## config.mk

```make
export PLATFORM = sky130hd
export DESIGN_NAME = fsk_byte_rx
export DESIGN_NICKNAME = d
export VERILOG_FILES = /design/src/rtl/fsk_rx_pkg.sv /design/src/rtl/fsk_sync2.sv /design/src/rtl/fsk_tick_gen.sv /design/src/rtl/fsk_rx_frame.sv /design/src/rtl/fsk_byte_rx.sv
export SDC_FILE = /design/constraint.sdc
export NUM_CORES = 1
export LEC_CHECK = 0
export ABC_CLOCK_PERIOD_IN_PS = 2200
export BUFFER_PORTS_ARGS = -buffer_cell sky130_fd_sc_hd__buf_2
export CORE_MARGIN = 5
export CORE_UTILIZATION = 56
export CTS_BUF_LIST = sky130_fd_sc_hd__clkbuf_16
export DETAILED_ROUTE_END_ITERATION = 8
export GPL_TIMING_DRIVEN = 1
export PLACE_DENSITY = 0.77
export RECOVER_POWER = 25
export SYNTH_ARGS = -nofsm -noshare
export SYNTH_HDL_FRONTEND = slang
export SYNTH_SLANG_ARGS = --single-unit
```

## constraint.sdc

```tcl
create_clock -name clk -period 2.2 [get_ports clk]
set_input_delay 0.33 -clock clk [delete_from_list [all_inputs] [get_ports clk]]
set_output_delay 0.33 -clock clk [all_outputs]
set_load 0.02 [all_outputs]
```

## src/rtl/fsk_rx_pkg.sv

```systemverilog
package fsk_rx_pkg;
  localparam int OVS      = 16;  // ticks per bit
  localparam int ST_FRM   = 2;   // framing flag position
  localparam int ST_OVR   = 3;   // overrun flag position
  localparam int ST_NOCAR = 4;   // carrier rejected position
  localparam int ST_W     = 8;

  typedef enum logic [1:0] {
    RX_IDLE,
    RX_START,
    RX_DATA,
    RX_STOP
  } rx_state_e;
endpackage

```

## src/rtl/fsk_sync2.sv

```systemverilog
module fsk_sync2 #(
  parameter int         W       = 1,
  parameter logic [W-1:0] RST_VAL = '0
) (
  input  logic         clk,
  input  logic         rst_n,
  input  logic [W-1:0] d,
  output logic [W-1:0] q
);
  logic [W-1:0] meta;

  for (genvar i = 0; i < W; i++) begin : g_bit
    always_ff @(posedge clk or negedge rst_n) begin
      if (!rst_n) begin
        meta[i] <= RST_VAL[i];
        q[i]    <= RST_VAL[i];
      end else begin
        meta[i] <= d[i];
        q[i]    <= meta[i];
      end
    end
  end
endmodule

```

## src/rtl/fsk_tick_gen.sv

```systemverilog
module fsk_tick_gen #(
  parameter int DIV = 4
) (
  input  logic clk,
  input  logic rst_n,
  output logic tick
);
  localparam int CW = (DIV > 1) ? $clog2(DIV) : 1;
  localparam logic [CW-1:0] LAST = CW'(DIV - 1);

  logic [CW-1:0] cnt;

  always_ff @(posedge clk or negedge rst_n) begin
    if (!rst_n) begin
      cnt  <= '0;
      tick <= 1'b0;
    end else if (cnt == LAST) begin
      cnt  <= '0;
      tick <= 1'b1;
    end else begin
      cnt  <= cnt + 1'b1;
      tick <= 1'b0;
    end
  end
endmodule

```

## src/rtl/fsk_rx_frame.sv

```systemverilog
module fsk_rx_frame
  import fsk_rx_pkg::*;
#(
  parameter int DW = 8
) (
  input  logic          clk,
  input  logic          rst_n,
  input  logic          tick,
  input  logic          rx,
  input  logic          car_ok,
  output logic          byte_done,
  output logic [DW-1:0] byte_q,
  output logic          frame_err
);
  localparam int CNT_W = $clog2(OVS);
  localparam int BIX_W = $clog2(DW) + 1;
  localparam logic [CNT_W-1:0] HALF_LAST = CNT_W'(OVS / 2 - 1);
  localparam logic [CNT_W-1:0] FULL_LAST = CNT_W'(OVS - 1);
  localparam logic [BIX_W-1:0] BIT_LAST  = BIX_W'(DW - 1);

  rx_state_e        state;
  logic [CNT_W-1:0] ocnt;
  logic [BIX_W-1:0] bidx;
  logic [DW-1:0]    shreg;

  assign byte_q = shreg;

  always_ff @(posedge clk or negedge rst_n) begin
    if (!rst_n) begin
      state     <= RX_IDLE;
      ocnt      <= '0;
      bidx      <= '0;
      shreg     <= '0;
      byte_done <= 1'b0;
      frame_err <= 1'b0;
    end else begin
      byte_done <= 1'b0;
      frame_err <= 1'b0;
      if (!car_ok) begin
        state <= RX_IDLE;                 // reject while carrier is low
      end else if (tick) begin
        case (state)
          RX_IDLE: begin
            if (!rx) begin
              state <= RX_START;
              ocnt  <= '0;
            end
          end
          RX_START: begin
            if (ocnt == HALF_LAST) begin  // mid-bit check of start
              ocnt <= '0;
              if (!rx) begin
                state <= RX_DATA;
                bidx  <= '0;
              end else begin
                state     <= RX_IDLE;
                frame_err <= 1'b1;
              end
            end else begin
              ocnt <= ocnt + 1'b1;
            end
          end
          RX_DATA: begin
            if (ocnt == FULL_LAST) begin  // bit centre, LSB first
              ocnt  <= '0;
              shreg <= {rx, shreg[DW-1:1]};
              if (bidx == BIT_LAST) state <= RX_STOP;
              else                  bidx  <= bidx + 1'b1;
            end else begin
              ocnt <= ocnt + 1'b1;
            end
          end
          RX_STOP: begin
            if (ocnt == FULL_LAST) begin  // stop level check
              ocnt  <= '0;
              state <= RX_IDLE;
              if (rx) byte_done <= 1'b1;
              else    frame_err <= 1'b1;
            end else begin
              ocnt <= ocnt + 1'b1;
            end
          end
          default: state <= RX_IDLE;
        endcase
      end
    end
  end

  assert_carrier_abort_R7: assert property (@(posedge clk) disable iff (!rst_n)
    !car_ok |=> (state == RX_IDLE) && !byte_done && !frame_err);

  assert_one_outcome_R3: assert property (@(posedge clk) disable iff (!rst_n)
    $onehot0({byte_done, frame_err}));
endmodule

```

## src/rtl/fsk_byte_rx.sv

```systemverilog
module fsk_byte_rx
  import fsk_rx_pkg::*;
#(
  parameter int CLK_HZ = 3_686_400,
  parameter int BAUD   = 1200,
  parameter int DW     = 8
) (
  input  logic            clk,
  input  logic            rst_n,
  input  logic            rx_in,
  input  logic            carrier_ok,
  output logic [DW-1:0]   out_data,
  output logic            out_valid,
  input  logic            out_ready,
  input  logic            status_rd,
  output logic [ST_W-1:0] status_o
);
  localparam int DIV_RAW = CLK_HZ / (BAUD * OVS);
  localparam int DIV     = (DIV_RAW < 1) ? 1 : DIV_RAW;

  logic          rx_s, car_s, tick;
  logic          byte_done, frame_err;
  logic [DW-1:0] byte_q;
  logic          frm_f, ovr_f;

  // line idles high, carrier assumed absent until seen
  fsk_sync2 #(.W(2), .RST_VAL(2'b01)) u_sync (
    .clk (clk), .rst_n (rst_n),
    .d   ({carrier_ok, rx_in}),
    .q   ({car_s, rx_s})
  );

  fsk_tick_gen #(.DIV(DIV)) u_tick (
    .clk (clk), .rst_n (rst_n), .tick (tick)
  );

  fsk_rx_frame #(.DW(DW)) u_frame (
    .clk (clk), .rst_n (rst_n), .tick (tick), .rx (rx_s), .car_ok (car_s),
    .byte_done (byte_done), .byte_q (byte_q), .frame_err (frame_err)
  );

  always_ff @(posedge clk or negedge rst_n) begin
    if (!rst_n) begin
      out_data  <= '0;
      out_valid <= 1'b0;
      frm_f     <= 1'b0;
      ovr_f     <= 1'b0;
    end else begin
      if (byte_done) begin
        out_data  <= byte_q;
        out_valid <= 1'b1;
      end else if (out_valid && out_ready) begin
        out_valid <= 1'b0;
      end
      if (byte_done && out_valid && !out_ready) ovr_f <= 1'b1;
      else if (status_rd)                      ovr_f <= 1'b0;
      if (frame_err)      frm_f <= 1'b1;
      else if (status_rd) frm_f <= 1'b0;
    end
  end

  always_comb begin
    status_o           = '0;
    status_o[ST_FRM]   = frm_f;
    status_o[ST_OVR]   = ovr_f;
    status_o[ST_NOCAR] = ~car_s;
  end

  assert_hold_R5: assert property (@(posedge clk) disable iff (!rst_n)
    out_valid && !out_ready && !byte_done |=> out_valid && $stable(out_data));

  assert_release_R5: assert property (@(posedge clk) disable iff (!rst_n)
    out_valid && out_ready && !byte_done |=> !out_valid);

  assert_overrun_R4: assert property (@(posedge clk) disable iff (!rst_n)
    byte_done && out_valid && !out_ready |=> status_o[ST_OVR]);

  assert_sticky_frm_R6: assert property (@(posedge clk) disable iff (!rst_n)
    status_o[ST_FRM] && !status_rd |=> status_o[ST_FRM]);

  assert_sticky_ovr_R6: assert property (@(posedge clk) disable iff (!rst_n)
    status_o[ST_OVR] && !status_rd |=> status_o[ST_OVR]);
endmodule

```

==> impl_results.md, run 1 <==
* Synthesis warning total at 0
* Critical path fanouts, max at 11
* Die height at 68.4 um
* RSZ-0062 raised after global routing: false
* Switching share of power at 0.192
* CP startpoint: u_frame.ocnt[0]
* Post-Route Skew at about 0.0061 ns
* Port bufs at 17
* Largest area contributor in the netlist: dfrtp_1
* Post-synthesis mux area share at 0.0995
* Final Setup Violations at 0
* CP required at between 2 and 2.5 ns
* Syn-to-layout area delta at 13.4%
* Critical Path Sink Type: flop
* Die width at 68.4 um
* Post-route ant nets at 0
* Worst EP arrival at 1.81 ns
* # resized after CTS at 0
* Total Wirelength at around 3100 um
* Worst-Margin Slew at 1.19 ns
* Routability cong. at slightly below 0.9
* Yosys top cell area share at 0.550
* Compound-Gate Fraction of Synth Area at 0.0870
* Tmin final at 1.64 ns
* # DRC at 0
* Relative slew margins at 0.205
* Total power at 0.00168 W
* Layout cell share with drive strength beyond 1 at 0.262
* Largest family of logic cells by synthesized area: simple AND/OR/NAND/NOR gates
* # diodes at 0
* Clk sink count at 44
* Fin nets at 191
* Prevailing post-synth register cell: dfrtp_1
* Gate power share at 0.021
* CTS root buf: clkbuf_16
* Synth top area cells: dfrtp_1, mux2_2, o21ai_0
* Cell with the most instances after synthesis: dfrtp_1
* Internal power component at 0.00136 W
* 1st-iter DRT viols at 66
* Crit Path Category: flop to flop
* Initial antenna violation count at 0
* Synth cell types at 36
* Flops & latches, synth at 44
* Worst VDD drop at 665 uV
* Post-synth EDFFs at 0
* Post-synthesis sequential area ratio at 0.577
* Post-placement cell area at 0.00200 sq mm
* Cts hold-fix bufs at 0
* CTS tree: built
* Post-synthesis cell area at 0.00191 sq mm
* Worst-Skew Late Latency at between 0.2 and 0.3 ns
* Starting density of the core at 0.577
* Leakage at 1.06 nW
* Psw at 0.000323 W
* Mapped Cells at about 160
* Pwr/cell area at 777 mW/mm^2
* Post-synth top cells: dfrtp_1, mux2_2, nand2_1, nor2_1, o21ai_0
* IO Pins at 23
* Largest net degree at the start of global routing at 24
* DR WL/cell at approximately 14 um
* R2R Path Start: u_frame.ocnt[0]
* Total die area at 0.00468 sq mm
* Post-Synth XOR/XNOR Area at 0.0229
* Worst min path class: input port to flop
* Final period util at 0.745
* Clock power frac at 0.493
* DR vias at around 1200
* Global router's overall resource usage at 0.155
* Adder-cell share of the synthesized area at 0.0196
* Final hold violations at 0
* Row count at 21
* Design Area, Final at 0.00217 sq mm
* Async S/R FF share, synth at 1.00
* Setup TNS at 0 ns
* Filler Cells Inserted at 262
* Fmax at 610 MHz
* CP Launch Type: flop
* Post-synthesis simple-gate area fraction at 0.134
* Clk slew on worst S/H paths at around 0.060 ns
* Vias in the first global route at 1213
* Post-CTS setup buffers at 0
* Longest Clk Path Bufs at 2
* Final HPWL DP at approximately 2300 um
* Core area at between 0.003 and 0.004 sq mm
* Mean number of vias per cell at 5.43
* First-pass GRT wire length at approximately 5300 um
* # Max-Cap Violations at 0
* Slew Limit Fails at 0
* Avg Inst Size Synth at 11.7 sq um
* Total congestion overflow at 0
* Seq pwr share at 0.486
* Status: finished clean
* H-tree depth at 2
* Worst Min Path Start: rx_in
* TritonCTS Buffers at 5
* DRT Pass-1 Iters at 4
metal layers:
layer | routed length (um) | share of wire | global-route usage
met2 | 1620 | 0.52 | 0.256
met3 | 165 | 0.053 | 0.0443
met4 | 25 | 0.0081 | 0.0794
met1 | 1300 | 0.42 | 0.181
met5 | 0 | 0 | 0
final cells by class:
| type | count | area [sq um] | area share |
|---|---|---|---|
| clock inverter | 3 | 46.3 | 0.0214 |
| multi-input combinational | 107 | 713 | 0.329 |
| clock buffer | 5 | 125 | 0.0577 |
| sequential | 44 | 1100 | 0.509 |
| timing repair buffer | 20 | 106 | 0.0491 |
| tap | 46 | 57.6 | 0.0266 |
| inverter | 4 | 15.0 | 0.00693 |
worst max-delay path, cell delays in order (launching register included):
cell and delay (ns):
dfrtp_1 0.38, ha_1 0.26, nand4_1 0.20, nor2_1 0.15, buf_4 0.19, mux2_2 0.35
cells by family after synthesis:
logic type,Yosys count
other,1
muxes,17
AOI/OAI and AO/OA,26
DFF,44
buffers and inverters,16
and+or+nand+nor,51
xor gates and xnor gates,5
adders and majority gates,3
power by group through the flow:
stage               logic (W)  registers [W]  clock network, W
finish              0.0000348       0.000818          0.000831
global route        0.0000405       0.000818          0.000879
CTS                 0.0000361       0.000818          0.000850
detailed placement  0.0000361       0.000833                 0
global placement    0.0000349       0.000833                 0
floorplan           0.0000185       0.000832                 0
worst paths after layout:
kind / end / slack, ns / depth (start not counted)
setup / recovery: u_frame.byte_q[1] / 0.56 / 5
hold / removal: u_sync.meta[0] / 0.15 / 1
setup reg to reg: u_frame.byte_q[1] / 0.56 / 5
max in group asynchronous: out_data[5] / 1.12 / 2
hold reg to reg: u_sync.q[1] / 0.35 / 0
min in group asynchronous: u_frame.bidx[1] / 0.28 / 1
state kept, by name, indices dropped and copies added, names as in the netlist, 2 cells and up:
| name | cells |
|---|---|
| out_data | 8 |
| u_frame.bidx | 4 |
| u_frame.byte_q | 8 |
| u_frame.ocnt | 4 |
| u_frame.state | 2 |
| u_sync.meta | 2 |
| u_sync.q | 2 |
| u_tick.cnt | 8 |
cells in the final DEF (no fill, tap or decap), drive strengths merged, types with 2 or more instances in the layout:
cell type	n
nand3b	3
nand3	7
and3	2
a21oi	2
a21o	3
nor2b	2
inv	5
o31ai	4
ha	3
xor2	2
mux2	16
dfstp	2
clkbuf	6
xnor2	3
a32o	2
nor2	14
nand2	14
buf	19
dfrtp	42
nand4	2
conb	5
o21ai	12
through the flow:
stage               utilization  std cells  setup WS [ns]  hold slack [ns]
floorplan                     -        167          0.635           0.0344
global placement          0.603        221          0.632            0.323
detailed placement        0.603        221          0.577            0.327
CTS                       0.655        229          0.561           0.0231
global route              0.655        229          0.449            0.137
finish                    0.655        229          0.560            0.147
Power figures use the tool's default switching activity.
==> run 2: changes to the inputs <==
ABC_CLOCK_PERIOD_IN_PS = 1430   (was 2200)
CORE_UTILIZATION = 51   (was 56)
PLACE_DENSITY = 0.74   (was 0.77)
clock period = 1.43 ns   (was 2.2 ns; I/O delays follow)
==> impl_results.md, run 2 (same netlist as run 1, synthesis figures left out) <==
* Final Setup Violations at 10 (was 0)
* DRT Pass-1 Iters at 4 (unchanged)
* CTS root buf: clkbuf_16 (unchanged)
* DR WL/cell at 16.4 um (was 13.6 um)
* Worst VDD drop at 827 uV (was 665 uV)
* Total congestion overflow at 0 (unchanged)
* Layout cell share with drive strength beyond 1 at 0.429 (was 0.262)
* Final worst slack at -0.0689 ns (was 0.560 ns)
* DR vias at 1395 (was 1243)
* Final hold violations at 0 (unchanged)
* Largest net degree at the start of global routing at 23 (was 24)
* Starting density of the core at 0.526 (was 0.577)
* Internal power component at 0.00191 W (was 0.00136 W)
* Most common cell after layout, fill and taps aside: dfrtp_1 (unchanged)
* Final HPWL DP at 2500 um (was 2290 um)
* # Max-Cap Violations at 0 (unchanged)
* Clk slew on worst S/H paths at 0.06 ns (about the same)
* Slowest-stage cell, CP: dfrtp_1 (unchanged)
* # diodes at 0 (unchanged)
* H-tree depth at 2 (unchanged)
* CTS tree: built (unchanged)
* Die width at 71.2 um (was 68.4 um)
* R2R Path Start: u_frame.bidx[0] (was u_frame.ocnt[0])
* Clock power frac at 0.455 (was 0.493)
* Number of buffers and inverters on the critical path at 0 (was 1)
* Worst EP arrival at 1.68 ns (was 1.81 ns)
* Seq pwr share at 0.518 (was 0.486)
* Slew Limit Fails at 0 (unchanged)
* Die height at 71.2 um (was 68.4 um)
* Clk sink count at 44 (unchanged)
* Final period util at 1.05 (was 0.745)
* RSZ-0062 raised after global routing: true (was false)
* Critical path fanouts, max at 4 (was 11)
* Vias in the first global route at 1362 (was 1213)
* Fin cells at 251 (was 229)
* Filler Cells Inserted at 263 (was 262)
* Status: complete, but fails checks (was finished clean)
* CP required at 1.61 ns (was 2.37 ns)
* CP startpoint: u_frame.bidx[0] (was u_frame.ocnt[0])
* Failing checks: negative setup slack
* Total die area at 0.00507 sq mm (was 0.00468 sq mm)
* Switching share of power at 0.213 (was 0.192)
* TritonCTS Buffers at 5 (unchanged)
* Total Wirelength at 4120 um (was 3110 um)
* First-pass GRT wire length at 6500 um (was 5260 um)
* Placed cell count at 232 (was 221)
* Row count at 22 (was 21)
* Crit path max-delay family: flip-flops (unchanged)
* Post-route ant nets at 0 (unchanged)
* Setup TNS at -0.306 ns (was 0 ns)
* Syn-to-layout area delta at 29.9% (was 13.4%)
* Mean number of vias per cell at 5.56 (was 5.43)
* Tmin final at 1.50 ns (was 1.64 ns)
* Pwr/cell area at 979 mW/mm^2 (was 777 mW/mm^2)
* Initial antenna violation count at 0 (unchanged)
* Critical Path, Cell by Cell: ha_2 -> nand3b_1 -> a31oi_4 -> nand2b_4 -> a32o_2 (was ha_1 -> nand4_1 -> nor2_1 -> buf_4 -> mux2_2)
* Max incr delay on CP at 0.42 ns (was 0.38 ns)
* Port bufs at 17 (unchanged)
* Fin nets at 211 (was 191)
* Gate power share at 0.027 (was 0.021)
* Psw at 0.000518 W (was 0.000323 W)
* Worst min path class: input port to flop (unchanged)
* Global router's overall resource usage at 0.167 (was 0.155)
* CP Launch Type: flop (unchanged)
* Post-Route Skew at 0.00647 ns (was 0.00614 ns)
* Routability cong. at 0.844 (was 0.876)
* 1st-iter DRT viols at 86 (was 66)
* Longest Clk Path Bufs at 2 (unchanged)
* Worst-Skew Late Latency at 0.29 ns (was 0.28 ns)
* # DRC at 0 (unchanged)
* Worst Min Path Start: rx_in (unchanged)
* Crit Path Category: flop to flop (unchanged)
* Fmax at 667 MHz (was 610 MHz)
* Core area at 0.00363 sq mm (was 0.00331 sq mm)
* IO Pins at 23 (unchanged)
* Critical Path Sink Type: flop (unchanged)
* Most frequent cells in the layout: dfrtp_1, buf_4, buf_2, nand2_1, nor2_1 (was dfrtp_1, mux2_2, buf_2, nand2_1, nor2_1)
* Leakage at 1.18 nW (was 1.06 nW)
## run 2: cell count changes in the layout (fill, tap and decap cells not counted), moves of 3 or more
| cell | before | now |
|---|---|---|
| buf_4 | 3 | 18 |
| buf_6 | 0 | 3 |
| ha_1 | 3 | 0 |
| mux2_2 | 16 | 8 |
| mux2_4 | 0 | 8 |
| o21ai_0 | 12 | 9 |
| o21ai_1 | 0 | 3 |
| o31ai_1 | 4 | 0 |
## run 2: path summary, 6_finish.rpt
check | to | slack, ns | cells after the start
max | u_frame.bidx[1] | -0.07 | 5
min | u_sync.meta[0] | 0.03 | 1
max reg2reg | u_frame.bidx[1] | -0.07 | 5
min reg2reg | u_sync.q[0] | 0.35 | 0
max in group asynchronous | u_sync.meta[0] | 0.44 | 3
min in group asynchronous | u_frame.bidx[3] | 0.43 | 2
## run 2: routing by layer
metal / share of wire / track usage / up-vias
met2: 0.55 / 0.301 / 45
met4: 0.022 / 0.0710 / 0
met5: 0 / 0 / -
li1: - / - / 634
met3: 0.059 / 0.0575 / 12
met1: 0.37 / 0.177 / 704
## run 2: final cells by class
cell class	count	area, sq um	share of cell area
clock buffer	5	125	0.0504
clock inverter	3	18.8	0.00756
inverter	4	15.0	0.00605
multi-input combinational	107	875	0.352
sequential	44	1110	0.445
tap	48	60.1	0.0242
timing repair buffer	40	284	0.114
## run 2: worst reg2reg max path: cells and delay by family, from the launching register on
family	cells	cell delay (ns)
flops	1	0.42
compound gates	2	0.40
simple gates	2	0.36
fa+ha+maj	1	0.20
## run 2: stage by stage
stage | hold slack (ns) | power (W) | utilization | setup WS (ns) | instance area (sq um)
after floorplan | -0.0811 | 0.00131 | - | -0.0190 | 1940
after global placement | 0.175 | 0.00134 | 0.576 | -0.0249 | 2090
after detailed placement | 0.174 | 0.00134 | 0.576 | -0.0562 | 2090
after CTS | 0.0248 | 0.00243 | 0.649 | -0.0424 | 2360
after global routing | 0.0289 | 0.00252 | 0.684 | -0.144 | 2480
final | 0.0253 | 0.00243 | 0.684 | -0.0689 | 2480
## run 2: repair_timing
action                                  in CTS  in global routing
pin swaps                                    4                  8
endpoints found under the setup margin      14                 20
setup buffers                                5                  5
hold buffers                                 1                  0
gates cloned                                 1                  0
endpoints found under the hold margin       15                  0
gates resized for setup                     19                 20
## run 2: power groups by stage
stage	logic, W	clock network (W)	registers, W
detailed placement	0.0000620	0	0.00128
finish	0.0000649	0.00111	0.00126
floorplan	0.0000284	0	0.00128
global placement	0.0000606	0	0.00128
global route	0.0000741	0.00118	0.00126
CTS	0.0000645	0.00111	0.00126
==> run 3: changes to the inputs <==
PLACE_DENSITY = unset   (was 0.74)
PLACE_DENSITY_LB_ADDON = 0.05   (was unset)
==> impl_results.md, run 3 (same netlist as run 1, synthesis figures left out) <==
* Die height at 71.2 um (unchanged)
* Core area at 0.00363 sq mm (unchanged)
* Initial antenna violation count at 0 (unchanged)
* Max incr delay on CP at 0.39 ns (was 0.42 ns)
* Post-route ant nets at 0 (unchanged)
* DR WL/cell at 14.0 um (was 16.4 um)
* CTS root buf: clkbuf_16 (unchanged)
* Psw at 0.000503 W (was 0.000518 W)
* Worst-Margin Slew at 0.580 ns
* Most common cell after layout, fill and taps aside: dfrtp_1 (unchanged)
* Worst Min Path Start: rx_in (unchanged)
* Critical Path, Cell by Cell: ha_4 -> nand4_1 -> nor2_2 -> buf_6 -> mux2_4 (was ha_2 -> nand3b_1 -> a31oi_4 -> nand2b_4 -> a32o_2)
* Final HPWL DP at 2340 um (was 2500 um)
* H-tree depth at 2 (unchanged)
* Total die area at 0.00507 sq mm (unchanged)
* Tmin final at 1.49 ns (was 1.50 ns)
* # Max-Cap Violations at 0 (unchanged)
* Crit Path Category: flop to flop (unchanged)
* Seq pwr share at 0.521 (was 0.518)
* Worst-Skew Late Latency at 0.28 ns (was 0.29 ns)
* Switching share of power at 0.209 (was 0.213)
* Clk slew on worst S/H paths at 0.06 ns (about the same)
* DR vias at 1317 (was 1395)
* Largest net degree at the start of global routing at 36 (was 23)
* Gate power share at 0.024 (was 0.027)
* IO Pins at 23 (unchanged)
* R2R Path Start: u_frame.ocnt[1] (was u_frame.bidx[0])
* CP required at 1.60 ns (was 1.61 ns)
* Fin nets at 211 (unchanged)
* Leakage at 1.18 nW (about the same)
* Critical path fanouts, max at 6 (was 4)
* Total Wirelength at 3520 um (was 4120 um)
* Final hold violations at 0 (unchanged)
* CP Launch Type: flop (unchanged)
* Post-Route Skew at 0.00400 ns (was 0.00647 ns)
* Die width at 71.2 um (unchanged)
* Failing checks: negative setup slack (unchanged)
* R2R depth at 5 (unchanged)
* Final Setup Violations at 8 (was 10)
* Post-placement cell area at 0.00211 sq mm (was 0.00209 sq mm)
* Pwr/cell area at 991 mW/mm^2 (was 979 mW/mm^2)
* Internal power component at 0.00191 W (about the same)
* Final worst slack at -0.0647 ns (was -0.0689 ns)
* 1st-iter DRT viols at 42 (was 86)
* Starting density of the core at 0.526 (unchanged)
* Clock power frac at 0.455 (about the same)
* CP startpoint: u_frame.ocnt[1] (was u_frame.bidx[0])
* Syn-to-layout area delta at 27.4% (was 29.9%)
* Worst min path class: input port to flop (unchanged)
* Row count at 22 (unchanged)
* Filler Cells Inserted at 279 (was 263)
* Slew Limit Fails at 0 (unchanged)
* # DRC at 0 (unchanged)
* Total congestion overflow at 0 (unchanged)
* DRT Pass-1 Iters at 4 (unchanged)
* RSZ-0062 raised after global routing: true (unchanged)
* TritonCTS Buffers at 5 (unchanged)
* Worst VDD drop at 694 uV (was 827 uV)
* Critical Path Sink: u_frame.byte_q[5] (was u_frame.bidx[1])
* Longest Clk Path Bufs at 2 (unchanged)
* Reg2reg end: u_frame.byte_q[5] (was u_frame.bidx[1])
* WHS at 0.0265 ns (was 0.0253 ns)
* First-pass GRT wire length at 5640 um (was 6500 um)
* Port bufs at 17 (unchanged)
* CTS tree: built (unchanged)
* Fmax at 669 MHz (was 667 MHz)
* Reg area at 0.00111 sq mm (about the same)
* Global router's overall resource usage at 0.142 (was 0.167)
* Layout cell share with drive strength beyond 1 at 0.414 (was 0.429)
* Status: complete, but fails checks (unchanged)
* # diodes at 0 (unchanged)
* Critical Path Sink Type: flop (unchanged)
* Routability cong. at 0.803 (was 0.844)
* Relative slew margins at 0.614
* Vias in the first global route at 1282 (was 1362)
* Design Area, Final at 0.00244 sq mm (was 0.00248 sq mm)
* Worst EP arrival at 1.66 ns (was 1.68 ns)
* Final period util at 1.05 (about the same)
* Most frequent cells in the layout: dfrtp_1, buf_4, buf_2, nand2_1, o21ai_0 (was dfrtp_1, buf_4, buf_2, nand2_1, nor2_1)
* Mean number of vias per cell at 5.25 (was 5.56)
* Clk sink count at 44 (unchanged)
* R2R setup slack at -0.06 ns (was -0.07 ns)
* Slowest-stage cell, CP: dfrtp_1 (unchanged)
* Multi-input gate area at 840 sq um (was 875 sq um)
run 3: worst min path at each step:
stage,cells past startpoint,endpoint,slack [ns]
after detailed placement,1,u_frame.bidx[2],0.1
after CTS,1,u_sync.meta[0],0.02
final,1,u_sync.meta[0],0.03
after global placement,1,frm_f,0.09
after floorplan,0,frm_f,-0.08
after global routing,1,u_sync.meta[0],0.02
run 3: power groups by stage:
stage / sequential (W) / clock [W] / combinational (W)
5_1_grt: 0.00126 / 0.00118 / 0.0000675
6_report: 0.00126 / 0.00110 / 0.0000580
3_3_place_gp: 0.00128 / 0 / 0.0000594
2_1_floorplan: 0.00128 / 0 / 0.0000284
4_1_cts: 0.00126 / 0.00114 / 0.0000626
3_5_place_dp: 0.00128 / 0 / 0.0000604
run 3: cell type report:
| class | count | area share |
|---|---|---|
| clock buffers | 5 | 0.0514 |
| clock inverters | 3 | 0.00770 |
| inverters | 4 | 0.00616 |
| multi-input cells | 107 | 0.345 |
| flip-flops and latches | 44 | 0.455 |
| well taps | 48 | 0.0247 |
| repair buffers | 40 | 0.111 |
run 3: timing repair:
| action | CTS | global route |
|---|---|---|
| gates resized for setup | 2 | 28 |
| pin swaps | 0 | 8 |
| hold buffers | 1 | 0 |
| gates cloned | 0 | 1 |
| setup buffers | 0 | 6 |
| hold endpoints to repair | 9 | 0 |
| endpoints found under the setup margin | 12 | 18 |
run 3: critical path: cells and delay by family (launching register included):
family / cells / cell delay [ns]
buffers and inverters: 1 / 0.17
flip-flops: 1 / 0.39
AND/OR/NAND/NOR: 2 / 0.35
adder cells (fa/ha/maj): 1 / 0.16
multiplexers: 1 / 0.30
run 3: per-layer routing:
metal,track usage,vias up,part of all wire
met1,0.170,648,0.43
met3,0.0435,8,0.050
li1,-,637,-
met5,0,-,0
met4,0.0689,0,0.020
met2,0.232,24,0.50
run 3: through the flow:
stage                     setup slack, ns  instances  TNS (ns)   util  total power [W]
after floorplan                   -0.0190        167    -0.133      -          0.00131
after global placement            -0.0167        235    -0.116  0.582          0.00134
after detailed placement          -0.0195        235   -0.0913  0.582          0.00134
after CTS                         -0.0136        244   -0.0265  0.626          0.00246
after global routing               -0.107        251     -1.03  0.670          0.00250
final                             -0.0647        251    -0.416  0.670          0.00241
